==> src/rtl/wdt_key_pkg.sv <==
// Shared constants and helpers for the keyed watchdog.
// Assumes an 8-bit control word split into a 5-bit key and a 3-bit select.
package wdt_key_pkg;
    localparam int KEY_W  = 5;
    localparam int SEL_W  = 3;
    localparam int CTRL_W = KEY_W + SEL_W;
    localparam int MIN_EXP = 8;

    localparam logic [KEY_W-1:0]  KEY_RUN  = 5'b01010;
    localparam logic [KEY_W-1:0]  KEY_STOP = 5'b10101;
    localparam logic [CTRL_W-1:0] CTRL_POR = {KEY_RUN, 3'b011};

    // True when the key is one of the two legal patterns.
    function automatic logic key_legal(input logic [KEY_W-1:0] k);
        return (k == KEY_RUN) || (k == KEY_STOP);
    endfunction

    // Maps a select code to the power-of-two exponent of the ratio.
    function automatic int unsigned sel_to_exp(input logic [SEL_W-1:0] s);
        int unsigned e;
        if (s < 3'd4) e = MIN_EXP + int'(s);
        else          e = MIN_EXP + 4 + 2 * (int'(s) - 4);
        return e;
    endfunction
endpackage

==> src/rtl/wdt_ctrl_reg.sv <==
// Holds the control word written by software.
// Assumes wr_en is a single-cycle strobe sampled on the slow clock.
module wdt_ctrl_reg
    import wdt_key_pkg::*;
#(
    parameter int W = CTRL_W,
    parameter logic [W-1:0] POR_VAL = CTRL_POR
) (
    input  logic         clk,
    input  logic         rst_n,
    input  logic         wr_en,
    input  logic [W-1:0] wr_data,
    output logic [W-1:0] ctrl_q
);
    // Load the word on a write, return to the power-on value on reset.
    always_ff @(posedge clk) begin
        if (!rst_n)     ctrl_q <= POR_VAL;
        else if (wr_en) ctrl_q <= wr_data;
    end
endmodule

==> src/rtl/wdt_key_guard.sv <==
// Watches the key field and raises a fault after DLY edges of an illegal key.
// The output is gated by the current key, so a legal rewrite drops it at once.
module wdt_key_guard
    import wdt_key_pkg::*;
#(
    parameter int DLY = 2,
    localparam int DW = $clog2(DLY + 1)
) (
    input  logic             clk,
    input  logic             rst_n,
    input  logic [KEY_W-1:0] key,
    output logic             fault_o
);
    logic          bad;
    logic [DW-1:0] dly_q;
    logic          hit_q;

    // Decode whether the stored key is corrupt.
    always_comb bad = !key_legal(key);

    // Count edges spent with a bad key and latch the fault after DLY of them.
    always_ff @(posedge clk) begin
        if (!rst_n || !bad) begin
            dly_q <= '0;
            hit_q <= 1'b0;
        end else if (dly_q == DW'(DLY - 1)) begin
            hit_q <= 1'b1;
        end else begin
            dly_q <= dly_q + 1'b1;
        end
    end

    // Present the fault only while the key is still bad.
    always_comb fault_o = hit_q && bad;
endmodule

==> src/rtl/wdt_tmo_counter.sv <==
// Free-running timeout counter with selectable power-of-two ratio.
// Assumes the ratio exponent never exceeds CNT_W.
module wdt_tmo_counter
    import wdt_key_pkg::*;
#(
    parameter int CNT_W = 18
) (
    input  logic             clk,
    input  logic             rst_n,
    input  logic             run,
    input  logic             restart,
    input  logic [SEL_W-1:0] sel,
    output logic             tmo_o
);
    logic [CNT_W-1:0] cnt_q;
    logic [CNT_W:0]   ratio;
    logic             at_end;

    // Derive the ratio and detect the final count.
    always_comb begin
        ratio  = {{CNT_W{1'b0}}, 1'b1} << sel_to_exp(sel);
        at_end = ({1'b0, cnt_q} == ratio - 1'b1);
    end

    // Advance the count, wrapping with a one-cycle timeout pulse.
    always_ff @(posedge clk) begin
        if (!rst_n || restart) begin
            cnt_q <= '0;
            tmo_o <= 1'b0;
        end else if (!run) begin
            tmo_o <= 1'b0;
        end else if (at_end) begin
            cnt_q <= '0;
            tmo_o <= 1'b1;
        end else begin
            cnt_q <= cnt_q + 1'b1;
            tmo_o <= 1'b0;
        end
    end
endmodule

==> src/rtl/wdt_cause_flag.sv <==
// Sticky reset-cause flag: set by either reset source, cleared by writing 0.
// A set in the same cycle as a clear takes priority.
module wdt_cause_flag (
    input  logic clk,
    input  logic rst_n,
    input  logic set_i,
    input  logic wr_en,
    input  logic wr_data,
    output logic flag_o
);
    // Hold the flag until software clears it or power-on reset.
    always_ff @(posedge clk) begin
        if (!rst_n)                 flag_o <= 1'b0;
        else if (set_i)             flag_o <= 1'b1;
        else if (wr_en && !wr_data) flag_o <= 1'b0;
    end
endmodule

==> src/rtl/wdt_keyed.sv <==
// Keyed-enable watchdog top. It combines the control register, the key guard,
// the timeout counter and the cause flag.
// Assumes cfg_always_on is static between power-on resets.
module wdt_keyed
    import wdt_key_pkg::*;
#(
    parameter int CNT_W   = 18,
    parameter int KEY_DLY = 2
) (
    input  logic              clk,
    input  logic              rst_n,
    input  logic              cfg_always_on,
    input  logic              wr_en,
    input  logic [CTRL_W-1:0] wr_data,
    input  logic              clr_i,
    input  logic              flag_wr_en,
    input  logic              flag_wr_data,
    output logic [CTRL_W-1:0] ctrl_q,
    output logic              tmo_rst_o,
    output logic              key_rst_o,
    output logic              cause_flag_o
);
    logic [KEY_W-1:0] key;
    logic [SEL_W-1:0] sel;
    logic             run;

    wdt_ctrl_reg u_reg (
        .clk(clk), .rst_n(rst_n), .wr_en(wr_en),
        .wr_data(wr_data), .ctrl_q(ctrl_q)
    );

    // Split the control word and decide whether counting is allowed.
    always_comb begin
        key = ctrl_q[CTRL_W-1:SEL_W];
        sel = ctrl_q[SEL_W-1:0];
        run = cfg_always_on || (key != KEY_STOP);
    end

    wdt_key_guard #(.DLY(KEY_DLY)) u_guard (
        .clk(clk), .rst_n(rst_n), .key(key), .fault_o(key_rst_o)
    );

    wdt_tmo_counter #(.CNT_W(CNT_W)) u_cnt (
        .clk(clk), .rst_n(rst_n), .run(run), .restart(clr_i || wr_en),
        .sel(sel), .tmo_o(tmo_rst_o)
    );

    wdt_cause_flag u_flag (
        .clk(clk), .rst_n(rst_n), .set_i(tmo_rst_o || key_rst_o),
        .wr_en(flag_wr_en), .wr_data(flag_wr_data), .flag_o(cause_flag_o)
    );
endmodule

==> config.mk <==
export PLATFORM = sky130hd
export DESIGN_NAME = wdt_keyed
export DESIGN_NICKNAME = d
export VERILOG_FILES = /design/src/rtl/wdt_key_pkg.sv /design/src/rtl/wdt_ctrl_reg.sv /design/src/rtl/wdt_key_guard.sv /design/src/rtl/wdt_tmo_counter.sv /design/src/rtl/wdt_cause_flag.sv /design/src/rtl/wdt_keyed.sv
export SDC_FILE = /design/constraint.sdc
export NUM_CORES = 1
export LEC_CHECK = 0
export ABC_AREA = 1
export BUFFER_PORTS_ARGS = -buffer_cell sky130_fd_sc_hd__buf_4
export CORE_MARGIN = 4
export CORE_UTILIZATION = 35
export DETAILED_ROUTE_END_ITERATION = 7
export GPL_ROUTABILITY_DRIVEN = 1
export SYNTH_ARGS = -nofsm -noshare
export SYNTH_HDL_FRONTEND = slang
export SYNTH_HIERARCHICAL = 1
export SYNTH_SLANG_ARGS = --single-unit
==> constraint.sdc <==
create_clock -name clk -period 2.5 [get_ports clk]
set_clock_uncertainty 0.2 [all_clocks]
set_input_delay 0.625 -clock clk [delete_from_list [all_inputs] [get_ports clk]]
set_output_delay 0.625 -clock clk [all_outputs]
set_load 0.02 [all_outputs]
==> results of run 1 <==
==> cells in the mapped netlist <==
cell	instances	area share, %
nand2_1	63	14
nor2_1	57	13
inv_1	37	8.4
dfxtp_1	31	38
nand3_1	23	7.0
a21oi_1	7	2.1
nor3_1	6	1.8
xor2_1	5	2.6
o21ai_0	4	1.2
xnor2_1	3	1.6
buf_2	2	0.61
buf_6	2	1.4
ha_1	2	1.5
inv_2	2	0.45
nor2_2	2	0.76
or2_1	2	0.76
a21oi_2	1	0.53
and3_1	1	0.38
mux2i_1	1	0.61
nand2_2	1	0.38
nand2_4	1	0.68
nand3_2	1	0.61
nand4_1	1	0.38
nor3_2	1	0.61
o21bai_1	1	0.45
or2_2	1	0.38
==> report_power, final <==
group | switching (mW) | internal (mW)
sequential | 0.0220 | 0.517
clock | 0.172 | 0.215
combinational | 0.0794 | 0.0677
==> kinds of logic (layout without fill, tap and decap cells) <==
group	count (synthesis)	after routing
AOI/OAI and AO/OA	13	13
xor gates and xnor gates	8	8
adders and majority gates	2	2
buffers and inverters	43	71
DFF	31	31
muxes	1	1
and+or+nand+nor	160	160
==> path summary, 6_finish.rpt <==
| kind | cells past startpoint | startpoint | endpoint | slack [ps] |
|---|---|---|---|---|
| setup / recovery | 5 | u_reg/ctrl_q[3] | key_rst_o | 410 |
| hold / removal | 2 | u_flag/flag_o | u_flag/flag_o | 270 |
| setup reg to reg | 10 | u_cnt/cnt_q[0] | u_cnt/cnt_q[7] | 620 |
| hold reg to reg | 2 | u_flag/flag_o | u_flag/flag_o | 270 |
==> per-layer routing <==
layer / GRT usage [%] / wire length [um]
met5: 0 / 0
met4: 4.891 / 27
met3: 4.098 / 142
met2: 20.82 / 1601
met1: 16.46 / 1748
==> stage by stage <==
stage               total power, mW  hold WS (ps)  cells  util, %
finish                        1.073         266.1    338    43.82
global route                  1.147         303.0    338    43.82
CTS                           1.093         272.6    338    43.82
detailed placement           0.6978         261.2    331    41.86
global placement             0.6955         258.4    331    41.86
floorplan                    0.6445         247.7    258        -
==> area by class of cell <==
cell class              count  share of cell area (%)
multi-input cells         184                   43.52
inverters                  39                   7.466
clock inverters             1                  0.2553
repair buffers             25                   9.572
flip-flops and latches     31                   31.65
well taps                  52                   3.318
clock buffers               6                   4.212
==> worst max-delay path, stage by stage, from the launching register on <==
cell     delay [ps]
dfxtp_1         390
inv_1            50
nor2_1           80
nand3_1          90
and3_1          210
buf_4           160
==> flip-flops by register name, indices dropped and copies added (netlist names) <==
register	cells
u_guard/hit_q	1
u_cnt/cnt_q	18
u_cnt/tmo_o	1
u_guard/dly_q	2
u_flag/flag_o	1
u_reg/ctrl_q	8
==> results.md, run 1 <==
- Design Area, Final: 0.001961 mm2
- CP Class: reg2out
- Worst-margin pin slew: 452.4 ps
- Initial DRT Pass Iterations: 4
- #FFs+latches synth: 31
- Row Count: 24
- Post-CTS Resized: 0
- Vias in the first global route: 1,382
- Crit path max fanout: 5
- Outcome: finished clean
- CTS Hold Bufs: 0
- Maxcap violations: 0
- Post-Syn Area: 0.001653 mm2
- Sequential fraction of the synthesis area: 37.55%
- Clock Tree Buf Depth: 2
- Num CTS Buffers: 5
- VDD IR-drop max: 0.3099 mV
- Max Clk Rate: 479.2 MHz
- Routed Antenna Nets: 0
- Most frequent cells in the layout: 63 x nand2_1, 57 x nor2_1, 37 x inv_1, 31 x dfxtp_1, 25 x buf_4
- Vias: 1,514
- Worst slack, placed: 374.4 ps
- IO buf count: 25
- RSZ-0062 raised after global routing: false
- Mux contribution to synthesized area: 0.6056%
- Count of final setup violators: 0
- Area of the multi-input gates: 853.3 um2
- Slew Viols, Final: 0
- Largest family of logic cells by synthesized area: simple AND/OR/NAND/NOR gates
- Setup slack after layout: 413.3 ps
- Antenna diodes: 0
- CTS tree: yes
- Die X: 76.72 um
- Crit path time final: 2087 ps
- Post-DP HPWL: 2719 um
- Area delta synth->final: 18.62%
- Simple-gate share of the synthesized area: 40.95%
- Post-DR vias/cell: 4.479
- Mapped Cells: 258
- Max-Slew Margin vs Limit: 69.73%
- Synth Area in Adders: 1.514%
- Final period utilization: 83.47%
- Pwr dens: 547.2 mW/mm2
- Distinct cell type count after synthesis: 26
- Wirelength, routed: 3520 um
- Most common cell after layout, fill and taps aside: nand2_1
- First-pass GRT wire length: 6265 um
- Nets: 303
- Critical path data required time: 1670 ps
- Worst skew pair latency: 280 ps
- CORE AREA: 0.004474 mm2
- Register area: 620.6 um2
- XOR/XNOR Fraction of Synth Area: 4.239%
- Drt drc: 0
- Worst Setup End Kind: primary output
- Placed Area: 0.001873 mm2
- Synthesized area per cell: 6.406 um2
- Yosys warns: 6
- Mapped Nets: 275
- DIE HEIGHT: 76.72 um
- Initial Utilization: 36.94%
- Worst setup SP type: register
- I/O pins: 26
- Wire per inst: 10.41 um
- Postcts setup bufs: 0
- CTS clk-pin slew, worst paths: 60 ps
- Total track usage: 13.07%
- Fraction of layout cells with a size suffix above 1: 14.69%
- Gpl congestion: 0.8090
- H-tree Lvls: 2
- Initial antenna violation count: 0
- Fillcell total: 485
- Setup TNS: 0 ps
- Worst min path class: reg2reg
- Root Driver: clkbuf_8
- 1st-iter DRT viols: 68
- Post-synthesis compound-gate area fraction: 4.315%
- Worst Path Arrival: 1260 ps
- Static leakage: 0.9228 nW
- Full die area: 0.005886 mm2
- Clk sinks: 31
- Final Hold Viols: 0
- Largest net degree at the start of global routing: 15
- Grt total ovfl: 0
Power figures use the tool's default switching activity.
==> inputs of run 2 (changes only) <==
--- a/config.mk
+++ b/config.mk
@@ -5,7 +5,7 @@
 export SDC_FILE = /design/constraint.sdc
 export NUM_CORES = 1
 export LEC_CHECK = 0
-export ABC_AREA = 1
+export ABC_AREA = 0
 export BUFFER_PORTS_ARGS = -buffer_cell sky130_fd_sc_hd__buf_4
 export CORE_MARGIN = 4
 export CORE_UTILIZATION = 35
==> constraint.sdc (replaced) <==
create_clock -name clk -period 1.83 [get_ports clk]
set_clock_uncertainty 0.2 [all_clocks]
set_input_delay 0.4575 -clock clk [delete_from_list [all_inputs] [get_ports clk]]
set_output_delay 0.4575 -clock clk [all_outputs]
set_load 0.02 [all_outputs]
==> run 2 against run 1 <==
Compared with the run above: sequential power grew 32%; area after synthesis decreased by 2.9%; critical path type is now reg2reg; the run now ends with negative setup slack left; synthesized cell count fell by 33%; design area grew 23%.
==> results.md, run 2 <==
- Async set-reset flop share out of synthesis: 0% (unchanged)
- Drt drc: 0 (unchanged)
- Largest net degree at the start of global routing: 19 (+4)
- H-tree Lvls: 2 (unchanged)
- Num CTS Buffers: 5 (unchanged)
- Wire per inst: 13.10 um (+26%)
- Most frequent cells in the layout: 51 x buf_4, 23 x dfxtp_1, 15 x nor3_2, 11 x nand2_1, 11 x xor2_1
- Max Clk Rate: 506.8 MHz
- Regs by FF count: u_cnt/cnt_q: 18 flops, u_reg/ctrl_q: 8 flops, u_guard/dly_q: 2 flops
- Worst min path class: in2reg
- Cells along the critical path: nand2_1 > o211ai_1 > o2111ai_1 > nor4_4 > buf_4 > buf_6 > nor3_1
- RSZ-0062 raised after global routing: true
- Clk sinks: 31 (unchanged)
- Distinct cell type count after synthesis: 41 (+58%)
- Full die area: 0.005734 mm2 (-2.6%)
- Outcome: finished with violations
- RR Startpoint: u_cnt/cnt_q[13]
- Static leakage: 0.9488 nW (+2.8%)
- Max-Slew Margin vs Limit: 79.80% (+10 points)
- Yosys warns: 6 (unchanged)
- Crit path largest cell delay: 470 ps (+80 ps)
- Post-Syn Area: 0.001605 mm2 (-2.9%)
- Reg with most FFs: u_cnt/cnt_q
- Critical path data required time: 1800 ps (+130 ps)
- VDD IR-drop max: 0.4208 mV (+36%)
- Sequential fraction of the synthesis area: 38.66% (+1.1 points)
- Gpl congestion: 0.8025 (-0.80%)
- Wirelength, routed: 3706 um (+5.3%)
- Grt met2 use: 22.82% (+2.0 points)
- Crit path max fanout: 5 (unchanged)
- Overall Power: 1.648 mW (+54%)
- Fillcell total: 421 (-13%)
- Post-DR vias/cell: 4.989 (+11%)
- 1st-iter DRT viols: 50 (-26%)
- Routed Antenna Nets: 0 (unchanged)
- Worst setup SP type: register
- Worst Path Arrival: 1950 ps (+690 ps)
- Mapped Cells: 172 (-33%)
- Setup slack after layout: -143.1 ps (-556.4 ps)
- Pwr dens: 683.8 mW/mm2 (+25%)
- #FFs+latches synth: 31 (unchanged)
- Most common cell after layout, fill and taps aside: buf_4
- Worst-margin pin slew: 302.8 ps (-149.7 ps)
- Initial antenna violation count: 0 (unchanged)
- Failing checks: negative setup slack
- Most frequent cell after synthesis: dfxtp_1
- Nets: 247 (-18%)
- R2r setup slk: -140 ps (-760 ps)
- WHS Endpoint: u_reg/ctrl_q[1]
- Worst hold stages: 3 (+1)
- Synthesized area per cell: 9.333 um2 (+46%)
- Top cells by area, synth: dfxtp_1 39%, xor2_1 7.1%, mux2i_1 5.6%, nor3_1 5.3%, buf_6 3.5%
- Worst Setup End Kind: register
- Setup TNS: -1621 ps (-1621 ps)
- Yosys top cell by area: dfxtp_1
- Post-DP HPWL: 2542 um (-6.5%)
- CP startpoint: u_cnt/cnt_q[13]
- IO buf count: 25 (unchanged)
- Vias in the first global route: 1,365 (-1.2%)
- Root Driver: clkbuf_8
- GR peak layer: met2
- Final period utilization: 107.8%
- I/O pins: 26 (unchanged)
- Area delta synth->final: 50.12%
- Mapped Nets: 189 (-31%)
- Largest register FFs: 18 (unchanged)
- CTS tree: yes
- Initial Utilization: 36.62% (-0.33 points)
- Area share of the largest cell type after synthesis: 38.66% (+1.1 points)
- Worst skew pair latency: 280 ps (about the same)
- CTS clk-pin slew, worst paths: 70 ps (about the same)
- Hold_sp: wr_data[1]
- CORE AREA: 0.004384 mm2 (-2.0%)
- Fraction of layout cells with a size suffix above 1: 51.08% (+36 points)
- Antenna diodes: 0 (unchanged)
- Slew Viols, Final: 0 (unchanged)
- Clock Tree Buf Depth: 2 (unchanged)
- Row Count: 24 (unchanged)
- Top FF cell, synth: dfxtp_1
- Initial DRT Pass Iterations: 4 (unchanged)
- First-pass GRT wire length: 6361 um (+1.5%)
- Grt total ovfl: 0 (unchanged)
- Grt met3 use: 4.222% (+0.12 points)
- Crit path time final: 1973 ps
- Die X: 75.73 um (-1.3%)
- Maxcap violations: 0 (unchanged)
- CP Class: reg2reg
- Total track usage: 14.73% (+1.7 points)
- Reg2Reg Depth: 7 (-3)
- Final Hold Viols: 0 (unchanged)
- Count of final setup violators: 17 (+17)
- Post-synth EDFFs: 0 (unchanged)
- Vias: 1,412 (-6.7%)
- Met1 Usage GRT: 19.30% (+2.8 points)
- Reg-to-reg critical path endpoint: u_cnt/cnt_q[15]
- DIE HEIGHT: 75.73 um (-1.3%)
- Synth cell count leaders: 31 x dfxtp_1, 17 x nor3_1, 14 x nor2_1
- CP max stage cell: dfxtp_1
run 2: changes by cell type after synthesis, sizes merged, moves of 5 or more:
| cell | previous run | this run |
|---|---|---|
| nand2 | 65 | 12 |
| a21oi | 8 | 1 |
| nand3 | 24 | 8 |
| nor2 | 59 | 14 |
| nand4 | 1 | 8 |
| nor3 | 7 | 20 |
| xor2 | 5 | 13 |
| inv | 39 | 3 |
| mux2i | 1 | 9 |
| nor2b | 0 | 5 |
run 2: logic make-up (layout without fill, tap and decap cells):
group           Yosys count  after routing  share of synthesized area, %
flops                    31             31                         38.66
simple gates             87             87                         33.05
fa+ha+maj                 2              2                         1.559
buf+inv                  12             71                         5.377
compound gates           12             12                         5.378
mux                       9              9                         5.612
xor+xnor                 19             19                         10.37
run 2: routing by layer:
metal | share of wire (%) | vias to the layer above | wire, um
li1 | - | 726 | -
met1 | 47 | 654 | 1743
met2 | 47 | 27 | 1733
met3 | 4.4 | 5 | 162
met4 | 1.8 | 0 | 66
met5 | 0 | - | 0
run 2: worst max-delay path by stage:
stage	endpoint	slack, ps	cells after the start
2_1_floorplan	u_cnt/cnt_q[14]	-330	9
3_3_place_gp	u_cnt/cnt_q[11]	-280	9
3_5_place_dp	u_cnt/cnt_q[7]	-290	9
4_1_cts	key_rst_o	-160	5
5_1_grt	u_cnt/cnt_q[15]	-210	8
6_report	u_cnt/cnt_q[15]	-140	7
run 2: final cells by class:
| class | instances | area [um2] | area share, % |
|---|---|---|---|
| Inverter | 3 | 11.26 | 0.4673 |
| Timing Repair Buffer | 60 | 493.0 | 20.46 |
| Multi-Input combinational cell | 129 | 1087 | 45.12 |
| Clock buffer | 6 | 82.58 | 3.427 |
| Clock inverter | 2 | 35.03 | 1.454 |
| Sequential cell | 31 | 635.6 | 26.38 |
| Tap cell | 52 | 65.06 | 2.700 |
run 2: metrics by stage:
| step | hold WS, ps | std cells | setup WS, ps | util (%) | instance area (um2) |
|---|---|---|---|---|---|
| 2_1_floorplan | 301.2 | 172 | -331.3 | - | 1638 |
| 3_3_place_gp | 305.4 | 268 | -280.6 | 46.35 | 2032 |
| 3_5_place_dp | 327.6 | 268 | -295.0 | 46.35 | 2032 |
| 4_1_cts | 173.1 | 281 | -164.8 | 52.43 | 2298 |
| 5_1_grt | 182.9 | 283 | -212.4 | 54.97 | 2410 |
| 6_report | 189.0 | 283 | -143.1 | 54.97 | 2410 |
run 2: repair_timing:
action | in CTS | in global routing
resized for setup | 30 | 19
pin swaps | 16 | 10
setup endpoints to repair | 17 | 17
setup buffers | 4 | 2
gates cloned | 1 | 0
hold buffers | 0 | 0
run 2: critical path, delay by kind of cell (launching register included):
family | cells | cell delay (ps)
buf+inv | 2 | 310
simple gates | 3 | 490
compound gates | 2 | 410
flops | 1 | 470
run 2: where the power goes:
group,internal (mW),switching (mW),leakage (nW),total [mW]
clock,0.440,0.262,0.0612,0.703
combinational,0.128,0.104,0.633,0.231
sequential,0.696,0.0175,0.254,0.714
